==> src/rtl/blp_pkg.sv <==
package blp_pkg;
  typedef enum logic [1:0] {
    BW_8  = 2'd0,
    BW_16 = 2'd1,
    BW_32 = 2'd2,
    BW_64 = 2'd3
  } bus_width_e;

  typedef enum logic [1:0] {
    SZ_1 = 2'd0,
    SZ_2 = 2'd1,
    SZ_4 = 2'd2,
    SZ_8 = 2'd3
  } acc_size_e;

  localparam logic REG_CTRL = 1'b0;
  localparam logic REG_FLAG = 1'b1;
endpackage

==> src/rtl/blp_strobe_map.sv <==
module blp_strobe_map
  import blp_pkg::*;
#(
  parameter int LANES = 8,
  localparam int AW = $clog2(LANES)
) (
  input  bus_width_e        width,
  input  acc_size_e         size,
  input  logic [AW-1:0]     addr,
  input  logic              fill,
  input  logic              write,
  output logic [LANES-1:0]  lane_en,
  output logic [LANES-1:0]  strobe_n
);
  logic [AW:0]   bus_bytes;
  logic [AW:0]   acc_bytes;
  logic [AW:0]   eff_bytes;
  logic [AW:0]   base;
  logic [AW:0]   lo;
  logic [AW:0]   hi;
  logic [AW-1:0] bus_mask;
  logic [AW-1:0] size_mask;
  logic [AW-1:0] offset;
  logic          all_lanes;
  logic          narrow;

  always_comb begin
    bus_bytes = (AW+1)'(1) << width;
    acc_bytes = (AW+1)'(1) << size;
    eff_bytes = (acc_bytes > bus_bytes) ? bus_bytes : acc_bytes;
    bus_mask  = AW'(bus_bytes - (AW+1)'(1));
    size_mask = AW'(eff_bytes - (AW+1)'(1));
    offset    = addr & bus_mask & ~size_mask;
    base      = (AW+1)'(LANES) - bus_bytes;
    lo        = base + (AW+1)'(offset);
    hi        = lo + eff_bytes;
    all_lanes = fill && !write;
    narrow    = (width == BW_8) || (width == BW_16);
  end

  for (genvar i = 0; i < LANES; i++) begin : g_lane
    localparam logic [AW:0] IDX = (AW+1)'(i);
    assign lane_en[i] = all_lanes ? (IDX >= base) : ((IDX >= lo) && (IDX < hi));
    if (i == LANES - 4) begin : g_adr_hi
      assign strobe_n[i] = narrow ? addr[1] : !lane_en[i];
    end else if (i == LANES - 3) begin : g_adr_lo
      assign strobe_n[i] = narrow ? addr[0] : !lane_en[i];
    end else begin : g_plain
      assign strobe_n[i] = !lane_en[i];
    end
  end
endmodule

==> src/rtl/blp_lane_parity.sv <==
module blp_lane_parity #(
  parameter int LANES = 8,
  localparam int DW = 8 * LANES
) (
  input  logic [DW-1:0]    data,
  output logic [LANES-1:0] par
);
  for (genvar i = 0; i < LANES; i++) begin : g_par
    assign par[i] = ^data[8*(LANES-1-i) +: 8];
  end
endmodule

==> src/rtl/blp_err_reg.sv <==
module blp_err_reg
  import blp_pkg::*;
(
  input  logic clk,
  input  logic rst_n,
  input  logic reg_we,
  input  logic reg_addr,
  input  logic reg_wdata,
  input  logic chk_fire,
  output logic par_en,
  output logic err_flag,
  output logic mexc_pulse
);
  logic par_en_q, par_en_d;
  logic flag_q, flag_d;
  logic mexc_q, mexc_d;

  always_comb begin
    par_en_d = par_en_q;
    flag_d   = flag_q;
    if (reg_we && reg_addr == REG_CTRL) par_en_d = reg_wdata;
    if (reg_we && reg_addr == REG_FLAG && reg_wdata) flag_d = 1'b0;
    if (chk_fire) flag_d = 1'b1;
    mexc_d = chk_fire;
  end

  always_ff @(posedge clk or negedge rst_n) begin
    if (!rst_n) begin
      par_en_q <= 1'b0;
      flag_q   <= 1'b0;
      mexc_q   <= 1'b0;
    end else begin
      par_en_q <= par_en_d;
      flag_q   <= flag_d;
      mexc_q   <= mexc_d;
    end
  end

  assign par_en     = par_en_q;
  assign err_flag   = flag_q;
  assign mexc_pulse = mexc_q;
endmodule

==> src/rtl/bus_lane_parity_unit.sv <==
module bus_lane_parity_unit
  import blp_pkg::*;
#(
  parameter int DATA_W = 64,
  localparam int LANES = DATA_W / 8,
  localparam int AW = $clog2(LANES)
) (
  input  logic              clk,
  input  logic              rst_n,
  input  logic [1:0]        cfg_width,
  input  logic              req_valid,
  input  logic              req_write,
  input  logic              req_fill,
  input  logic [1:0]        req_size,
  input  logic [AW-1:0]     req_addr,
  input  logic [DATA_W-1:0] req_wdata,
  output logic              bus_valid,
  output logic [LANES-1:0]  bus_be_n,
  output logic [DATA_W-1:0] bus_wdata,
  output logic [LANES-1:0]  bus_wpar,
  input  logic              rsp_valid,
  input  logic [DATA_W-1:0] rsp_rdata,
  input  logic [LANES-1:0]  rsp_rpar,
  output logic              mexc_pulse,
  input  logic              reg_we,
  input  logic              reg_addr,
  input  logic              reg_wdata,
  output logic [7:0]        reg_rdata
);
  logic [1:0]        rst_pipe;
  logic              rst_sync_n;
  logic [LANES-1:0]  lane_en, strobe_n;
  logic [LANES-1:0]  wr_par, rd_par;
  logic              par_en, err_flag, chk_fire;

  logic              valid_q, valid_d;
  logic [LANES-1:0]  be_n_q, be_n_d;
  logic [LANES-1:0]  act_q, act_d;
  logic [LANES-1:0]  wpar_q, wpar_d;
  logic [DATA_W-1:0] wdata_q, wdata_d;

  always_ff @(posedge clk or negedge rst_n) begin
    if (!rst_n) rst_pipe <= 2'b00;
    else        rst_pipe <= {rst_pipe[0], 1'b1};
  end
  assign rst_sync_n = rst_pipe[1];

  blp_strobe_map #(.LANES(LANES)) u_map (
    .width    (bus_width_e'(cfg_width)),
    .size     (acc_size_e'(req_size)),
    .addr     (req_addr),
    .fill     (req_fill),
    .write    (req_write),
    .lane_en  (lane_en),
    .strobe_n (strobe_n)
  );

  blp_lane_parity #(.LANES(LANES)) u_wpar (.data(req_wdata), .par(wr_par));
  blp_lane_parity #(.LANES(LANES)) u_rpar (.data(rsp_rdata), .par(rd_par));

  always_comb begin
    valid_d = req_valid;
    be_n_d  = be_n_q;
    act_d   = act_q;
    wpar_d  = wpar_q;
    wdata_d = wdata_q;
    if (req_valid) begin
      be_n_d  = strobe_n;
      act_d   = lane_en;
      wdata_d = req_wdata;
      wpar_d  = (par_en && req_write) ? wr_par : '0;
    end
  end

  always_ff @(posedge clk or negedge rst_sync_n) begin
    if (!rst_sync_n) begin
      valid_q <= 1'b0;
      be_n_q  <= '1;
      act_q   <= '0;
      wpar_q  <= '0;
      wdata_q <= '0;
    end else begin
      valid_q <= valid_d;
      be_n_q  <= be_n_d;
      act_q   <= act_d;
      wpar_q  <= wpar_d;
      wdata_q <= wdata_d;
    end
  end

  assign chk_fire = rsp_valid && par_en && |(act_q & (rsp_rpar ^ rd_par));

  blp_err_reg u_err (
    .clk        (clk),
    .rst_n      (rst_sync_n),
    .reg_we     (reg_we),
    .reg_addr   (reg_addr),
    .reg_wdata  (reg_wdata),
    .chk_fire   (chk_fire),
    .par_en     (par_en),
    .err_flag   (err_flag),
    .mexc_pulse (mexc_pulse)
  );

  assign bus_valid = valid_q;
  assign bus_be_n  = be_n_q;
  assign bus_wpar  = wpar_q;
  assign bus_wdata = wdata_q;
  assign reg_rdata = {7'b0, (reg_addr == REG_FLAG) ? err_flag : par_en};
endmodule

==> config.mk <==
export PLATFORM = sky130hd
export DESIGN_NAME = bus_lane_parity_unit
export DESIGN_NICKNAME = d
export VERILOG_FILES = /design/src/rtl/blp_pkg.sv /design/src/rtl/blp_strobe_map.sv /design/src/rtl/blp_lane_parity.sv /design/src/rtl/blp_err_reg.sv /design/src/rtl/bus_lane_parity_unit.sv
export SDC_FILE = /design/constraint.sdc
export NUM_CORES = 1
export LEC_CHECK = 0
export ABC_AREA = 1
export BUFFER_PORTS_ARGS = -buffer_cell sky130_fd_sc_hd__buf_2
export CORE_ASPECT_RATIO = 0.6
export CORE_UTILIZATION = 50
export CTS_CLUSTER_DIAMETER = 60
export DETAILED_ROUTE_END_ITERATION = 10
export GPL_ROUTABILITY_DRIVEN = 0
export PLACE_DENSITY = 0.79
export SLEW_MARGIN = 20
export SYNTH_ARGS = -nofsm -noshare
export SYNTH_HDL_FRONTEND = slang
export SYNTH_HIERARCHICAL = 1
export SYNTH_SLANG_ARGS = --single-unit
export TNS_END_PERCENT = 10
==> constraint.sdc <==
create_clock -name clk -period 9 [get_ports clk]
set_clock_uncertainty 0.05 [all_clocks]
set_input_delay 0.45 -clock clk [delete_from_list [all_inputs] [get_ports clk]]
set_output_delay 0.45 -clock clk [all_outputs]
set_load 0.005 [all_outputs]
Yosys cells after proc, flatten, opt, wreduce, memory -nomap -nowiden:

Index checks and enable logic that the tools add are counted.

* register bits: 94
* output and inout port bits: 90
* input port bits: 152

* add/subtract/negate cells: 5
* shift operators: 2
* eq/ne operators: 1
* muxes and demuxes: 15
* reduce and logical (&&, ||, !) cells: 44
* bitwise logic cells: 6
* order comparisons: 25

Operators with widths (number)
* $reduce_xor 8->1: 16
* $ge 3x4->1 const A: 8
* $ge 1x4->1 const A: 4
* $ge 2x4->1 const A: 4
* $lt 3x4->1 const A: 4
* $logic_and 1x1->1: 15
* $mux 1: 13
* $logic_not 1->1: 9
* $and 8x8->8: 1
* $lt 1x4->1 const A: 2
* $lt 2x4->1 const A: 2
* $mux 8: 1
* $reduce_or 8->1: 1
* $shl 1x2->4 const A: 2
* $xor 8x8->8: 1
* $and 3x3->3: 2
* $sub 3x1->3 const B: 2
* $add 4x3->4: 1
* $add 4x4->4: 1
* $gt 4x4->1: 1
* $mux 4: 1
* $sub 4x4->4 const A: 1
* $not 3->3: 1
* $eq 2x1->1 const B: 1
* 4 further kinds: 4

Depth between registers and ports, before layout:

* depth after elaboration: 13
* mapped depth: 30
* depth with buffers taken out: 30

By module:

The synthesis kept the hierarchy.

Modules (own cells, without submodules)
* bus_lane_parity_unit: times used 1, sequential area each 2287.2 um2, area an instance 3741.1 um2, cells each 265
* blp_lane_parity: times used 2, sequential area each 0.0 um2, area an instance 1411.4 um2, cells each 376
* blp_strobe_map: times used 1, sequential area each 0.0 um2, area an instance 787.0 um2, cells each 146
* blp_err_reg: times used 1, sequential area each 75.1 um2, area an instance 111.4 um2, cells each 12

Worst setup path after synthesis:

No wires, ideal clock.

* path type: input to register
* start point: input cfg_width[1]
* end point: register act_q[0]
* slack: 5.081 ns
* required time: 8.825 ns
* stages: 25
* library setup time: 0.125 ns
* arrival: 3.744 ns
* cell sequence: buf_6 > nor2_1 > ha_1 > nand3_1 > nand2_2 > inv_2 > nor2_1 > a21oi_1 > nor2_1 > ha_1 > inv_1 > fa_1 > inv_1 > nand3_2 > nand2_1 > inv_1 > ha_1 > inv_1 > nand3b_1 > and2_4 > nor2_4 > nand2_1 > nand2_1 > nand2_1 > mux2_4

* longest elaborated chain between the ends: 11
* elaborated cells between the ends (all ways): 16

RTL lines
* start, declared: RTL line bus_lane_parity_unit.sv:10 `input logic [1:0] cfg_width,`
* $shl 1x2->4 *: RTL line blp_strobe_map.sv:28 `bus_bytes = (AW+1)'(1) << width;`
* $gt 4x4->1: RTL line blp_strobe_map.sv:30 `eff_bytes = (acc_bytes > bus_bytes) ? bus_bytes : acc_bytes;`
* $mux 4: RTL line blp_strobe_map.sv:30
* $sub 3x1->3: RTL line blp_strobe_map.sv:32 `size_mask = AW'(eff_bytes - (AW+1)'(1));`
* $not 3->3: RTL line blp_strobe_map.sv:33 `offset = addr & bus_mask & ~size_mask;`
* $and 3x3->3: RTL line blp_strobe_map.sv:33
* $add 4x3->4: RTL line blp_strobe_map.sv:35 `lo = base + (AW+1)'(offset);`
* $add 4x4->4: RTL line blp_strobe_map.sv:36 `hi = lo + eff_bytes;`
* $lt 1x4->1: RTL line blp_strobe_map.sv:43 `assign lane_en[i] = all_lanes ? (IDX >= base) : ((IDX >= lo) && (IDX < hi));`
* $logic_and 1x1->1: RTL line blp_strobe_map.sv:43
* $mux 1 *: RTL line blp_strobe_map.sv:43
* net lane_en[0]: RTL line bus_lane_parity_unit.sv:32 `logic [LANES-1:0] lane_en, strobe_n;`
* end signal, assigned: RTL line bus_lane_parity_unit.sv:85 `act_q <= act_d;`
* end, declared: RTL line bus_lane_parity_unit.sv:38 `logic [LANES-1:0] act_q, act_d;`

The timed path passes the listed nets; every way through them passes the cells marked *.
A chain may end at the register's enable or synchronous reset.

Worst setup path in the final report:

* start point: input cfg_width[1]
* end point: register act_q[1]

The elaborated chain is that of the path after synthesis.

==> impl_metrics.toml <==
[outcome]
status = "finished, final reports clean"

[clock_tree]
clk_latency_ps = 330
root_buffer = "clkbuf_16"
htree_levels = 3
cts_tree = "yes"
cts_made_buffers = 9
postCtsSetupRepairBufs = 0
cts_hold_buffers = 1
cts.path.max_buffers = 2
ctsResizeCount = 0
clk_pin_slew_ps = 70
clock-sinks = 94

[grt]
grt_pass1_wl_um = 32100
track_usage_pct = 25.1
grt_max_degree = 64
grt_remaining_overflow = 0
grt_pass1_vias = 7103
antenna_found_initial = 0

[sta]
period_needed_ps = 4160
slew_headroom_pct = 45.2
setup_viol = 0
drv_slew = 0
rsz0062_at_grt = "false"
fmax_mhz = 240
whs_ps = 209
tightest_slew_ps = 822
hold_viol_final = 0
totalNegativeSetupSlack_ps = 0
fin_crit_sh_pct = 46.2

[worst_setup_path]
endpoint_kind = "flip-flop"
cp_data_required_time_ps = 9160
startpoint_type = "input port"
reg2reg_from = "rst_pipe[1]"
arrival_ps = 4320
criticalPathCategory = "input port to flip-flop"
timing.critical_path.from = "cfg_width[1]"
crit_fanout = 8

[pwr]
internal_power_uw = 922
p_total_mw = 1.37
p_sw_uw = 446
clkPwrFrac_pct = 30.2
p_sw_share_pct = 32.6
seqPwrFrac_pct = 38.1
share_comb_of_total_power_pct = 31.7
peakVddDrop_mv = 0.0787
leakage_nw = 5.83
powerDensity_nw_per_um2 = 150

[layout]
areaGrowthSynthToFinish_pct = 22.0
multi_input_area_um2 = 4270
nNetsFinal = 1573
finalNonFillerCells = 1612
antennaDiodeCount = 0
drive_gt1_share_pct = 25.5
fillers = 1364
seqCellArea_um2 = 2370

[drt]
drc = 0
drtIter0Drc = 416
viasPerCell = 4.70
drt-total-wl_um = 18800
antenna_left = 0
vias = 7574
avgRoutedWirePerCell_um = 11.7
dr.pass1.iters = 6

[die]
start_util_pct = 51.3
core_area_um2 = 14500
row_count = 34
die_h_um = 96.6
die_w_um = 160
die-area_um2 = 15400
io_pins = 242

[yosys]
yosysWarnings = 6
yosys.area.top_type = "nand2_1"
ys_seq_area_share_pct = 31.7
ys_ff_latch = 94
synth_cells = 1175
synth_area_um2 = 7460
syn_avg_cell_area_um2 = 6.35
synth_top_area_share_pct = 35.2
synthTopCellsByArea = "nand2_1, dfrtp_1, inv_1, mux2_2, mux2_4"
ys_types = 33

[place]
numPortBuffers = 234
dp_hpwl_um = 15300
dp.cells = 1596

[run]
maxCapViolCount = 0

[min_path]
min_path_type = "flip-flop to asynchronous set/reset pin"
-- metal layers --
| metal | global-route usage [%] | up-vias | wire length [um] |
|---|---|---|---|
| li1 | - | 3966 | - |
| met1 | 35.4 | 3368 | 9530 |
| met2 | 39.6 | 226 | 7850 |
| met3 | 6.05 | 14 | 1260 |
| met4 | 4.29 | 0 | 169 |
| met5 | 0 | - | 0 |
-- cell usage in the layout, fill, tap and decap left out, types with 8 or more instances in the layout --
cell type / n
nand2_1: 699
buf_2: 233
inv_1: 183
dfrtp_1: 85
mux2_2: 57
mux2_4: 24
nand3_1: 23
nor2_1: 16
ha_1: 10
clkbuf_16: 9
nand2_2: 9
a21oi_1: 8
o22ai_1: 8
conb_1: 8
dfstp_2: 8
-- synth_stat cells --
cell      number
and2_4         1
a21oi_1        8
nand3_2        2
clkinv_1       2
nand2_1      699
o21ai_1        1
nor2_1        16
inv_2          2
nand3b_1       2
xor2_1         1
a21o_1         1
nand2_2        9
dfrtp_1       86
mux2_4        24
nor2_4         1
fa_1           1
buf_2          6
o21ai_0        1
nand3_1       23
ha_1          10
o21ai_2        1
nand4_1        2
nor3_1         1
a31oi_1        1
conb_1         2
mux2_2        57
dfstp_2        8
o22ai_1        8
nand3b_2       1
nand2_4        2
buf_4          7
inv_1        183
buf_6          6
-- per-stage QoR --
stage                     utilization, %  setup slack, ps  area [um^2]
final                               62.6             4840         9100
after global routing                62.6             4550         9100
after floorplan                        -             5080         7480
after global placement              60.3             4700         8770
after CTS                           62.6             4920         9100
after detailed placement            60.3             4570         8770
-- cell type report --
type	instances	area share, %
inverter	187	7.71
clock inverter	6	1.02
clock buffer	9	2.47
tap	198	2.72
multi-input combinational	881	46.9
sequential	94	26.0
timing repair buffer	237	13.2
-- path summary, 6_finish.rpt --
check / depth (start not counted) / to / slack (ps)
max reg2reg: 1 / bus_wpar[0] / 7510
min: 0 / act_q[6] / 210
max in group asynchronous: 1 / bus_wpar[0] / 7510
max: 25 / act_q[1] / 4840
min reg2reg: 0 / act_q[6] / 210
min in group clk: 0 / rst_pipe[1] / 310
-- power by group through the flow --
stage	sequential, mW	clock, mW	combinational (mW)
floorplan	0.526	0	0.277
global placement	0.526	0	0.416
detailed placement	0.528	0	0.431
CTS	0.522	0.426	0.433
global route	0.530	0.442	0.491
finish	0.521	0.414	0.433
-- critical path: stages --
cell and delay [ps]:
buf_2 150, nor2_1 400, ha_1 320, nand3_1 120, nand2_2 110, inv_2 90
nor2_1 40, a21oi_1 210, nor2_1 70, ha_1 210, inv_1 70, fa_1 470
inv_1 170, nand3_2 140, nand2_1 90, inv_1 40, ha_1 180, inv_1 70
nand3b_1 120, and2_4 200, nor2_4 140, nand2_1 60, nand2_1 50, nand2_1 80
mux2_4 260
-- flip-flops by register name (all words and copies together) (netlist names) --
name	flops
u_err/err_flag	1
bus_valid	1
u_err/mexc_pulse	1
bus_wdata	64
bus_wpar	8
act_q	8
bus_be_n	8
u_err/par_en	1
rst_pipe	2
-- cell families after synthesis --
family | count (synthesis) | share of synthesized area (%)
other | 2 | 0.101
AO/OA/AOI/OAI | 21 | 1.64
multiplexers | 81 | 13.4
adder cells (fa/ha/maj) | 11 | 1.95
XOR/XNOR | 1 | 0.117
AND/OR/NAND/NOR | 759 | 39.7
buffers and inverters | 206 | 11.4
flip-flops | 94 | 31.7
(Power assumes the default switching activity.)
